[config.mk]
export PLATFORM = sky130hd
export DESIGN_NAME = i2c_wr_master
export DESIGN_NICKNAME = d
export VERILOG_FILES = /design/src/rtl/i2c_wr_master.sv
export SDC_FILE = /design/constraint.sdc
export NUM_CORES = 1
export LEC_CHECK = 0
export ABC_AREA = 1
export BUFFER_PORTS_ARGS = -buffer_cell sky130_fd_sc_hd__buf_4
export CAP_MARGIN = 20
export CORE_MARGIN = 2
export CORE_UTILIZATION = 41
export CTS_CLUSTER_DIAMETER = 80
export DETAILED_ROUTE_END_ITERATION = 8
export GPL_TIMING_DRIVEN = 0
export PLACE_DENSITY_LB_ADDON = 0.3
export SLEW_MARGIN = 20
export SYNTH_ARGS = -nofsm -noshare
export SYNTH_HDL_FRONTEND = slang
export SYNTH_SLANG_ARGS = --single-unit
[constraint.sdc]
create_clock -name clk -period 1.85 [get_ports clk]
set_input_delay 0.2775 -clock clk [delete_from_list [all_inputs] [get_ports clk]]
set_output_delay 0.2775 -clock clk [all_outputs]
set_load 0.01 [all_outputs]
[src/rtl/i2c_wr_master.sv]
module i2c_wr_master #(
  parameter int QTR = 4
) (
  input  logic       clk,
  input  logic       rst_n,
  input  logic       ctl_wr,
  input  logic [3:0] ctl_wdata,
  input  logic       dat_wr,
  input  logic [7:0] dat_wdata,
  output logic [3:0] ctl_q,
  output logic [2:0] stat_q,
  output logic       irq,
  output logic       scl_low_en,
  output logic       sda_low_en,
  input  logic       sda_in
);

  localparam int CW = (QTR > 1) ? $clog2(QTR) : 1;

  typedef enum logic [2:0] {S_IDLE, S_START, S_BIT, S_ACK, S_HOLD, S_STOP} st_t;

  st_t         st;
  logic [CW-1:0] cnt;
  logic [1:0]  ph;
  logic [7:0]  sh, dat;
  logic [2:0]  bitn;
  logic        empty, ack, nak, ackbit, sda_q, sda_raw;
  logic        c_start, c_stop, c_flush, c_txie;
  logic        tick, bnd, hold0;

  assign tick   = (cnt == CW'(QTR - 1));
  assign bnd    = tick && (ph == 2'd3);
  assign ctl_q  = {c_txie, c_flush, c_stop, c_start};
  assign stat_q = {nak, ack, empty};
  assign irq    = (c_txie & empty) | nak;

  always_comb begin
    scl_low_en = ~ph[1];
    sda_raw    = 1'b0;
    unique case (st)
      S_IDLE:  scl_low_en = 1'b0;
      S_START: begin scl_low_en = 1'b0; sda_raw = ph[1]; end
      S_BIT:   sda_raw = ~sh[7];
      S_ACK:   sda_raw = 1'b0;
      S_HOLD:  begin scl_low_en = 1'b1; sda_raw = 1'b1; end
      S_STOP:  sda_raw = (ph != 2'd3);
      default: scl_low_en = 1'b0;
    endcase
  end

  assign hold0      = (ph == 2'd0) && (st == S_BIT || st == S_ACK || st == S_HOLD || st == S_STOP);
  assign sda_low_en = hold0 ? sda_q : sda_raw;

  always_ff @(posedge clk or negedge rst_n) begin
    if (!rst_n) begin
      cnt <= '0;
      ph  <= 2'd0;
    end else if (tick) begin
      cnt <= '0;
      ph  <= ph + 2'd1;
    end else begin
      cnt <= cnt + CW'(1);
    end
  end

  always_ff @(posedge clk or negedge rst_n) begin
    if (!rst_n) begin
      st      <= S_IDLE;
      sh      <= 8'h00;
      dat     <= 8'h00;
      bitn    <= 3'd0;
      empty   <= 1'b1;
      ack     <= 1'b0;
      nak     <= 1'b0;
      ackbit  <= 1'b0;
      sda_q   <= 1'b0;
      c_start <= 1'b0;
      c_stop  <= 1'b0;
      c_flush <= 1'b0;
      c_txie  <= 1'b0;
    end else begin
      sda_q <= sda_low_en;
      if (st == S_ACK && tick && ph == 2'd2) ackbit <= ~sda_in;
      if (bnd) begin
        unique case (st)
          S_IDLE: if (c_start && !empty) st <= S_START;
          S_START: begin
            st      <= S_BIT;
            sh      <= dat;
            bitn    <= 3'd0;
            c_start <= 1'b0;
          end
          S_BIT: begin
            sh   <= {sh[6:0], 1'b0};
            bitn <= bitn + 3'd1;
            if (bitn == 3'd0) empty <= 1'b1;
            if (bitn == 3'd7) st <= S_ACK;
          end
          S_ACK: begin
            if (ackbit) ack <= 1'b1;
            else begin
              nak <= 1'b1;
              ack <= 1'b0;
            end
            if (c_stop) st <= S_STOP;
            else if (ackbit && !empty) begin
              st   <= S_BIT;
              sh   <= dat;
              bitn <= 3'd0;
            end else st <= S_HOLD;
          end
          S_HOLD: begin
            if (c_stop) st <= S_STOP;
            else if (!nak && !empty) begin
              st   <= S_BIT;
              sh   <= dat;
              bitn <= 3'd0;
            end
          end
          S_STOP: begin
            st     <= S_IDLE;
            c_stop <= 1'b0;
            nak    <= 1'b0;
          end
          default: st <= S_IDLE;
        endcase
      end
      if (c_flush) begin
        c_flush <= 1'b0;
        empty   <= 1'b1;
      end
      if (dat_wr) begin
        dat   <= dat_wdata;
        empty <= 1'b0;
      end
      if (ctl_wr) {c_txie, c_flush, c_stop, c_start} <= ctl_wdata;
    end
  end

  a_r3_sda_steady_scl_high: assert property (@(posedge clk) disable iff (!rst_n)
    (st == S_BIT && ph[1]) |-> $stable(sda_low_en));

  a_r4_empty_after_first_bit: assert property (@(posedge clk) disable iff (!rst_n)
    (st == S_BIT && bnd && bitn == 3'd0 && !dat_wr) |=> stat_q[0]);

  a_r6_nak_excludes_ack: assert property (@(posedge clk) disable iff (!rst_n)
    stat_q[2] |-> !stat_q[1]);

  a_r6_nak_holds_scl: assert property (@(posedge clk) disable iff (!rst_n)
    (stat_q[2] && st != S_STOP) |-> scl_low_en);

  a_r7_stop_ends_idle: assert property (@(posedge clk) disable iff (!rst_n)
    (st == S_STOP && bnd && !ctl_wr) |=> (!scl_low_en && !sda_low_en && !stat_q[2] && !ctl_q[1]));

  a_r8_flush_self_clears: assert property (@(posedge clk) disable iff (!rst_n)
    (ctl_q[2] && !ctl_wr && !dat_wr) |=> (!ctl_q[2] && stat_q[0]));

  a_r2_no_start_without_request: assert property (@(posedge clk) disable iff (!rst_n)
    (st == S_IDLE && !ctl_q[0]) |=> (st != S_START));

endmodule

==> flow_summary.yaml, run 1 <==
cts:
  cts_tree: "done"
  clock_latency_ns: 0.29
  clkTransAtPathRegs_ns: 0.08
  cts_inserted_buffers: 5
  cts.sinks: 35
  clk_path_buf_depth: 2
  htreeDepth: 2
  root_buffer: "clkbuf_8"
floorplanning:
  dieArea_mm2: 0.00518
  die-width_um: 72.0
  core_mm2: 0.00441
  rows: 24
  die_y_um: 72.0
  pin_count: 27
  start_util: 0.429
grt:
  track_usage: 0.160
  grt.overflow.total: 0
  grt_pass1_vias: 1449
  grt_pass1_wl_mm: 6.40
  grt_max_degree: 36
  antenna_found_initial: 0
hold_path:
  holdPathEnd: "ackbit"
  hp-start: "sda_in"
  whs_path_depth: 2
  holdCritPathClass: "input pin to flop"
yosys:
  synth_top_area_share: 0.449
  synth.avg_cell_area_um2: 8.07
  ys_warn_count: 0
  ys_ff_latch: 35
  synth_nets: 261
  ys.flop_type: "dfrtp_1"
  ys_async_sr_fraction: 1.00
  netlist_instances: 235
  syn_area_mm2: 0.00190
  synth_area_leaders: "dfrtp_1 45%, nand2_1 13%, nand3_1 6.6%"
  synthTopCellsByCount: "67 x nand2_1, 34 x dfrtp_1, 29 x inv_1"
  synth_most_common_cell: "nand2_1"
  synth_edf_count: 0
  netlist.top_cell.by_area: "dfrtp_1"
  synth.distinct_cells: 27
  yosysSeqAreaShare: 0.463
final_layout:
  stdcell_area_mm2: 0.00243
  nFillCells: 411
  antenna_cells: 0
  multi_input_area_um2: 861
  postLayoutCoreUtil: 0.550
  area_growth_pct: 28.2
  regArea_um2: 880
  drive_gt1_frac: 0.285
  nets: 306
critical_path:
  cp.required_ns: 1.57
  cp_top_family: "flip-flops"
  critPathKind: "flop to output pin"
  setup.worst_path.end_class: "output pin"
  reg2reg_from: "st[1]"
  start_kind: "flop"
  worstPathArrival_ns: 1.53
  reg2reg_to: "sh[4]"
  cpPeakStageDelay_ns: 0.47
  r2r_slack_ns: 0.16
  path_max_fanout: 5
  crit_buf_inv: 4
  crit_path_cell_trace: "inv_4, ha_4, inv_1, nand2_1, o21ai_2, inv_1, nand2_2, nand2_2, buf_6"
  crit_path_top_delay_cell: "dfrtp_2"
  reg2regPathDepth: 9
timing:
  layout_min_cycle_time_ns: 1.81
  tightest_slew_ns: 0.443
  setup_violations: 0
  slew_violations: 0
  clock.fmax_mhz: 552
  relSlewSlack: 0.704
  hold_viol_final: 0
  fin_ws_ns: 0.0384
  skew_ns: 0.0105
  finalCritPeriodShare: 0.979
place:
  dp_hpwl_mm: 2.61
  port-buffer-count: 26
  place_area_mm2: 0.00216
  globalplace.congestion: 0.795
  dp_slack_ns: 0.154
run_status:
  status: "complete, no violations"
route:
  drt-wirelength-per-cell_um: 12.2
  vias_per_cell: 4.82
  drc: 0
  drtIter0Drc: 86
  ant_nets: 0
  drt-pass1-iter-count: 4
  num_vias: 1606
  routed_wl_mm: 4.05
job:
  drv_cap: 0
power:
  leakage_nw: 1.28
  vdd_drop_max_mv: 0.490
  powerDensity_mw_per_mm2: 918
[sequential cells by signal, summed over array words and instances (netlist names)]
| register | flops |
|---|---|
| ph | 2 |
| sda_q | 1 |
| ackbit | 1 |
| st | 3 |
| nak | 1 |
| c_stop | 1 |
| dat | 8 |
| c_txie | 1 |
| c_start | 1 |
| cnt | 2 |
| ack | 1 |
| empty | 1 |
| c_flush | 1 |
| sh | 8 |
| bitn | 3 |
[where the power goes]
| group | internal [W] | leakage [nW] | switching [W] |
|---|---|---|---|
| clock | 0.000300 | 0.0482 | 0.000277 |
| combinational | 0.000331 | 0.795 | 0.000416 |
| sequential | 0.000850 | 0.440 | 0.0000552 |
[routing by layer]
layer / vias to the layer above / GRT usage / part of all wire
li1: 828 / - / -
met1: 732 / 0.210 / 0.44
met2: 39 / 0.253 / 0.50
met3: 7 / 0.0389 / 0.042
met4: 0 / 0.0692 / 0.023
met5: - / 0 / 0
[worst reg2reg max path, cell delays in order (launching register included)]
cell and delay [ns]:
dfrtp_2 0.45, inv_4 0.07, buf_4 0.14, buf_4 0.13
nor3_4 0.24, buf_2 0.27, nand2_1 0.08, o21ai_0 0.08
nand3_1 0.09, nand2_1 0.07
[timing repair]
action                                  CTS  global route
endpoints found under the setup margin    1             6
resized for setup                        12            11
hold buffers                              1             0
pin swaps                                 2             4
buffers inserted                          6             5
hold endpoints to repair                 34             0
[cell type report]
| class | instances | area share |
|---|---|---|
| sequential | 35 | 0.362 |
| clock buffer | 7 | 0.0355 |
| buffer | 14 | 0.0453 |
| timing repair buffer | 38 | 0.123 |
| clock inverter | 1 | 0.00206 |
| inverter | 31 | 0.0510 |
| multi-input combinational | 155 | 0.354 |
| tap | 52 | 0.0268 |
[cell usage in the layout (no fill, tap or decap), types with 2 or more instances in the layout]
master / Yosys / layout
nor2_2: 2 / 2
nor2_4: 0 / 2
o21ai_0: 22 / 22
buf_4: 10 / 43
nand2_2: 1 / 5
nand3_1: 25 / 24
clkbuf_8: 0 / 6
nand2_1: 67 / 63
dfrtp_1: 34 / 32
inv_1: 29 / 29
dfrtp_2: 0 / 2
a21oi_1: 2 / 2
ha_1: 9 / 7
nor2_1: 13 / 11
nand4_1: 2 / 2
clkbuf_1: 1 / 2
buf_6: 2 / 6
nand3_2: 2 / 2
[cell families (layout without fill, tap and decap cells)]
logic type      Yosys count  after routing  share of synthesized area
compound gates           29             29                     0.0799
xor+xnor                  1              1                    0.00462
mux                       1              1                    0.00594
buf+inv                  45             91                      0.117
simple gates            115            115                      0.270
fa+ha+maj                 9              9                     0.0594
flops                    35             35                      0.463
[per-stage QoR]
step | hold WS [ns] | total power [W] | cells | setup TNS [ns]
3_3_place_gp | 0.261 | 0.00147 | 313 | 0
4_1_cts | 0.160 | 0.00216 | 328 | 0
3_5_place_dp | 0.258 | 0.00148 | 313 | 0
6_report | 0.166 | 0.00223 | 333 | 0
5_1_grt | 0.171 | 0.00236 | 333 | -0.0261
2_1_floorplan | -0.0181 | 0.00130 | 235 | 0
[worst max path at each step]
| stage | start | to | cells past startpoint |
|---|---|---|---|
| 6_report | st[1] | sda_low_en | 9 |
| 5_1_grt | st[1] | sda_low_en | 9 |
| 4_1_cts | st[1] | sda_low_en | 9 |
| 3_5_place_dp | st[2] | sda_low_en | 9 |
| 3_3_place_gp | st[2] | sda_low_en | 9 |
| 2_1_floorplan | st[2] | sda_low_en | 7 |
Power figures use the tool's default switching activity.
==> run 2, diff against run 1 <==
--- a/config.mk
+++ b/config.mk
@@ -5,7 +5,6 @@
 export SDC_FILE = /design/constraint.sdc
 export NUM_CORES = 1
 export LEC_CHECK = 0
-export ABC_AREA = 1
 export BUFFER_PORTS_ARGS = -buffer_cell sky130_fd_sc_hd__buf_4
 export CAP_MARGIN = 20
 export CORE_MARGIN = 2
==> run 2 against run 1 <==
  * Non-clock buffer count is 10 higher
  * The flow now finishes with violations (negative setup slack)
  * Clock power is 7.8% lower
  * Clock skew is 0.0043 ns lower
  * Hold slack better by 0.0022 ns
  * Power is 2.3% higher
  * Critical path depth is 3 lower
  * Critical path type unchanged
  * Utilization is 3.0 points higher
  * Largest power group unchanged
  * Maximum frequency is 8.7% lower
  * Sequential share of layout area is 2.1 points lower
  * Global-route usage is 1.1 points higher
  * Sequential power is 2% higher
  * Register-to-register slack worse by 0.20 ns
==> flow_summary.yaml, run 2 <==
grt:
  grt_pass1_vias: 1458
  antenna_found_initial: 0
  grt_pass1_wl_mm: 6.79
  grt.overflow.total: 0
  track_usage: 0.171
  grt_max_degree: 36
timing:
  slew_violations: 0
  hold_viol_final: 0
  finalCritPeriodShare: 1.07
  relSlewSlack: 0.676
  tns_ns: -0.438
  rsz0062_at_grt: "yes"
  layout_min_cycle_time_ns: 1.98
  fin_ws_ns: -0.135
  clock.fmax_mhz: 504
  skew_ns: 0.00621
  setup_violations: 9
  tightest_slew_ns: 0.486
critical_path:
  crit_path_cell_trace: "buf_6, nand2b_4, o21a_1, o22a_1, o31ai_2, buf_4"
  cpPeakStageDelay_ns: 0.41
  setup.worst_path.end_class: "output pin"
  worstPathArrival_ns: 1.71
  critPathKind: "flop to output pin"
  path_max_fanout: 5
  cp.required_ns: 1.57
  crit_path_top_delay_cell: "dfrtp_1"
  start_kind: "flop"
yosys:
  synthTopCellsByCount: "34 x dfrtp_1, 14 x mux2_4, 11 x mux2_2"
  syn_area_mm2: 0.00192
  synth_most_common_cell: "dfrtp_1"
  synth_area_leaders: "dfrtp_1 44%, mux2_4 11%, mux2_2 6.4%"
  yosysSeqAreaShare: 0.456
  netlist_instances: 164
  synth.avg_cell_area_um2: 11.7
  synth_nets: 190
  ys_async_sr_fraction: 1.00
  ys_warn_count: 0
  ys.flop_type: "dfrtp_1"
  synth_top_area_share: 0.443
  synth.distinct_cells: 38
  synth_edf_count: 0
  netlist.top_cell.by_area: "dfrtp_1"
  ys_ff_latch: 35
final_layout:
  nFillCells: 373
  final_cell_mix: "49 x buf_4, 31 x dfrtp_1, 15 x mux2_4, 10 x o21ai_0, 10 x mux2_2"
  stdcell_area_mm2: 0.00258
  drive_gt1_frac: 0.525
  top_regs: "dat: 8 flops, sh: 8 flops"
  nets: 246
  final_common_cell: "buf_4"
  area_growth_pct: 34.2
  postLayoutCoreUtil: 0.581
  final_cells: 273
  antenna_cells: 0
cts:
  cts_tree: "done"
  cts_inserted_buffers: 5
  htreeDepth: 2
  clkTransAtPathRegs_ns: 0.07
  clock_latency_ns: 0.28
  root_buffer: "clkbuf_8"
  cts.sinks: 35
  clk_path_buf_depth: 2
floorplanning:
  pin_count: 27
  dieArea_mm2: 0.00525
  core_mm2: 0.00444
  die_y_um: 72.5
  start_util: 0.432
  die-width_um: 72.5
  rows: 24
place:
  port-buffer-count: 25
  dp_hpwl_mm: 2.46
  place_area_mm2: 0.00218
  globalplace.congestion: 0.871
  dp.cells: 241
route:
  drt-pass1-iter-count: 4
  drc: 0
  num_vias: 1438
  routed_wl_mm: 4.05
  drt-wirelength-per-cell_um: 14.8
  vias_per_cell: 5.27
  ant_nets: 0
  drtIter0Drc: 179
power:
  vdd_drop_max_mv: 0.531
  powerDensity_mw_per_mm2: 884
  leakage_nw: 1.24
hold_path:
  holdCritPathClass: "input pin to flop"
run_status:
  status: "finished, violations left"
  violations: "negative setup slack"
job:
  drv_cap: 0
-- run 2: per-layer routing --
layer / part of all wire / GRT usage / vias up
met3: 0.062 / 0.0444 / 9
met4: 0.018 / 0.0679 / 0
met2: 0.48 / 0.272 / 59
met1: 0.44 / 0.223 / 695
met5: 0 / 0 / -
li1: - / - / 675
-- run 2: layout make-up --
| type | instances | area (um^2) | area share |
|---|---|---|---|
| clock buffer | 6 | 72.6 | 0.0281 |
| sequential | 35 | 881 | 0.341 |
| buffer | 13 | 129 | 0.0500 |
| inverter | 9 | 36.3 | 0.0141 |
| timing repair buffer | 49 | 405 | 0.157 |
| tap | 52 | 65.1 | 0.0252 |
| multi-input combinational | 107 | 978 | 0.379 |
| clock inverter | 2 | 12.5 | 0.00485 |
-- run 2: repair_timing --
action,CTS,global route
gates resized for setup,25,14
cloned,1,0
setup buffers,18,4
hold buffers,1,0
pin swaps,5,5
endpoints found under the hold margin,34,0
setup endpoints to repair,11,12
-- run 2: kinds of logic (layout without fill, tap and decap cells) --
family,Yosys count,after routing,share of synthesized area
xor+xnor,2,2,0.00912
flops,35,35,0.456
compound gates,30,30,0.100
mux,29,29,0.195
buf+inv,22,79,0.0710
simple gates,37,37,0.110
fa+ha+maj,9,9,0.0586
-- run 2: worst paths after layout --
kind	startpoint	to	slack, ns	cells past startpoint
setup / recovery	st[1]	sda_low_en	-0.13	6
hold / removal	sda_in	ackbit	0.17	2
setup reg to reg	st[0]	sh[3]	-0.04	7
hold reg to reg	cnt[0]	cnt[0]	0.43	1
max in group asynchronous	rst_n	empty	1.02	2
min in group asynchronous	rst_n	c_start	0.48	2
-- run 2: per-stage QoR --
stage / worst slack (ns) / hold WS (ns) / power [W]
floorplan: 0.0421 / -0.0181 / 0.00135
global placement: -0.132 / 0.254 / 0.00151
detailed placement: -0.135 / 0.261 / 0.00153
CTS: -0.0619 / 0.164 / 0.00223
global route: -0.188 / 0.166 / 0.00242
finish: -0.135 / 0.168 / 0.00228
-- run 2: power by group --
group	leakage (nW)	total [W]	switching, W	internal, W
clock	0.0412	0.000532	0.000269	0.000263
combinational	0.763	0.000823	0.000360	0.000463
sequential	0.434	0.000926	0.0000643	0.000862
-- run 2: worst max-delay path: cells and delay by family, from the launching register on --
family                 cells  cell delay [ns]
AOI/OAI and AO/OA          3             0.54
buffers and inverters      2             0.33
DFF                        1             0.41
and+or+nand+nor            1             0.14
==> run 3, diff against run 2 <==
--- a/config.mk
+++ b/config.mk
@@ -7,8 +7,7 @@
 export LEC_CHECK = 0
 export BUFFER_PORTS_ARGS = -buffer_cell sky130_fd_sc_hd__buf_4
 export CAP_MARGIN = 20
-export CORE_MARGIN = 2
-export CORE_UTILIZATION = 41
+export CORE_UTILIZATION = 56
 export CTS_CLUSTER_DIAMETER = 80
 export DETAILED_ROUTE_END_ITERATION = 8
 export GPL_TIMING_DRIVEN = 0
==> run 3 against run 2 <==
  * The flow still finishes with violations (negative setup slack)
  * Hold slack got worse by 0.085 ns
  * Non-clock buffer count is 5 lower
  * Critical endpoint unchanged
  * Sequential power barely moved
  * Cell count is 4.8% lower
  * Routed wire length grew 4.8%
  * First-iteration DRC count shrank 72%
  * Clock-buffer cell count stayed put
  * Utilization is 22 points higher
  * Die area down 30%
  * Flip-flop and latch count unchanged
  * Sequential share of layout area up 0.57 points
  * Critical path depth is the same
==> flow_summary.yaml, run 3 (same netlist as run 2, synthesis figures left out) <==
power:
  vdd_drop_max_mv: 0.595
  p_total_w: 0.00215
  powerDensity_mw_per_mm2: 848
  leakage_nw: 1.21
timing:
  skew_ns: 0.0151
  rsz0062_at_grt: "yes"
  tightest_slew_ns: 0.567
  finalCritPeriodShare: 1.09
  tns_ns: -1.02
  clock.fmax_mhz: 498
  holdWs_ns: 0.0833
  setup_violations: 13
  relSlewSlack: 0.621
  fin_ws_ns: -0.157
  layout_min_cycle_time_ns: 2.01
  slew_violations: 0
  hold_viol_final: 0
final_layout:
  regArea_um2: 881
  antenna_cells: 0
  multi_input_area_mm2: 0.00100
  final_common_cell: "buf_4"
  nets: 241
  area_growth_pct: 32.0
  final_cell_mix: "44 x buf_4, 31 x dfrtp_1, 16 x mux2_4"
  top_regs: "dat: 8 flops, sh: 8 flops"
  stdcell_area_mm2: 0.00254
  final_cells: 260
  drive_gt1_frac: 0.509
  nFillCells: 197
critical_path:
  cp.required_ns: 1.57
  crit_buf_inv: 2
  setup.worst_path.end_class: "output pin"
  cp.depth: 6
  cpPeakStageDelay_ns: 0.43
  path_max_fanout: 8
  crit_path_top_delay_cell: "dfrtp_2"
  worstPathArrival_ns: 1.73
  reg2reg_to: "sh[3]"
  startpoint: "st[2]"
  critPathCapture: "sda_low_en"
  cp_top_family: "compound AO/OA/AOI/OAI gates"
  reg2regPathDepth: 5
  critPathKind: "flop to output pin"
  reg2reg_from: "c_stop"
  crit_path_cell_trace: "clkbuf_16, nor2b_1, a31oi_1, o22a_1, o31ai_2, buf_4"
  r2r_slack_ns: -0.12
  start_kind: "flop"
floorplanning:
  dieArea_mm2: 0.00367
  core_mm2: 0.00315
  die-width_um: 60.6
  die_y_um: 60.6
  pin_count: 27
  rows: 20
  start_util: 0.610
cts:
  cts_inserted_buffers: 5
  root_buffer: "clkbuf_4"
  cts.sinks: 35
  cts_tree: "done"
  clock_latency_ns: 0.36
  htreeDepth: 2
  clk_path_buf_depth: 2
  clkTransAtPathRegs_ns: 0.11
route:
  drt-wirelength-per-cell_um: 16.3
  routed_wl_mm: 4.25
  drtIter0Drc: 51
  ant_nets: 0
  drt-pass1-iter-count: 4
  drc: 0
  vias_per_cell: 5.62
  num_vias: 1460
grt:
  grt_pass1_wl_mm: 6.53
  track_usage: 0.250
  grt_max_degree: 36
  grt.overflow.total: 0
  antenna_found_initial: 0
  grt_pass1_vias: 1481
job:
  drv_cap: 0
run_status:
  status: "finished, violations left"
  violations: "negative setup slack"
place:
  dp.cells: 233
  port-buffer-count: 25
  dp_hpwl_mm: 2.54
  place_area_mm2: 0.00217
  globalplace.congestion: 0.843
hold_path:
  holdCritPathClass: "input pin to flop"
==> run 3: worst reg2reg max path, cell delays in order (launching register included) <==
cell	delay (ns)
dfrtp_2	0.43
or3b_4	0.41
a31o_4	0.26
nor3_4	0.25
clkbuf_16	0.22
mux2_4	0.29
==> run 3: how the worst min path moves through the flow <==
stage / startpoint / end / depth (start not counted)
after global routing: sda_in / ackbit / 2
after global placement: rst_n / ack / 1
final: sda_in / ackbit / 2
after detailed placement: rst_n / c_start / 1
after floorplan: rst_n / ack / 0
after CTS: sda_in / ackbit / 2
==> run 3: cell type report <==
cell class,instances,share of cell area
Clock buffer,6,0.0163
Inverter,9,0.0153
Buffer,13,0.0542
Sequential cell,35,0.347
Multi-Input combinational cell,107,0.395
Tap cell,44,0.0217
Clock inverter,2,0.00493
Timing Repair Buffer,44,0.145
==> run 3: per-stage QoR <==
step / setup WS, ns / util
after floorplan: 0.0421 / -
after global placement: -0.125 / 0.687
after detailed placement: -0.159 / 0.687
after CTS: -0.153 / 0.768
after global routing: -0.258 / 0.805
final: -0.157 / 0.805
==> run 3: routing by layer <==
layer | up-vias | share of wire | global-route usage
met5 | - | 0 | 0
met4 | 0 | 0.037 | 0.146
met3 | 16 | 0.044 | 0.0448
met2 | 54 | 0.49 | 0.424
met1 | 720 | 0.43 | 0.299
li1 | 670 | - | -
==> run 3: repair_timing <==
item | in CTS | in global routing
gates cloned | 0 | 1
hold buffers | 1 | 0
buffers inserted | 15 | 3
endpoints found under the hold margin | 34 | 0
pin swaps | 4 | 4
gates resized for setup | 25 | 15
endpoints found under the setup margin | 13 | 13
==> run 3: power by group <==
part           total, W  switching, W  leakage [nW]  internal, W
logic          0.000816      0.000367         0.744     0.000448
clock network  0.000408      0.000262        0.0282     0.000146
registers      0.000927     0.0000661         0.434     0.000861
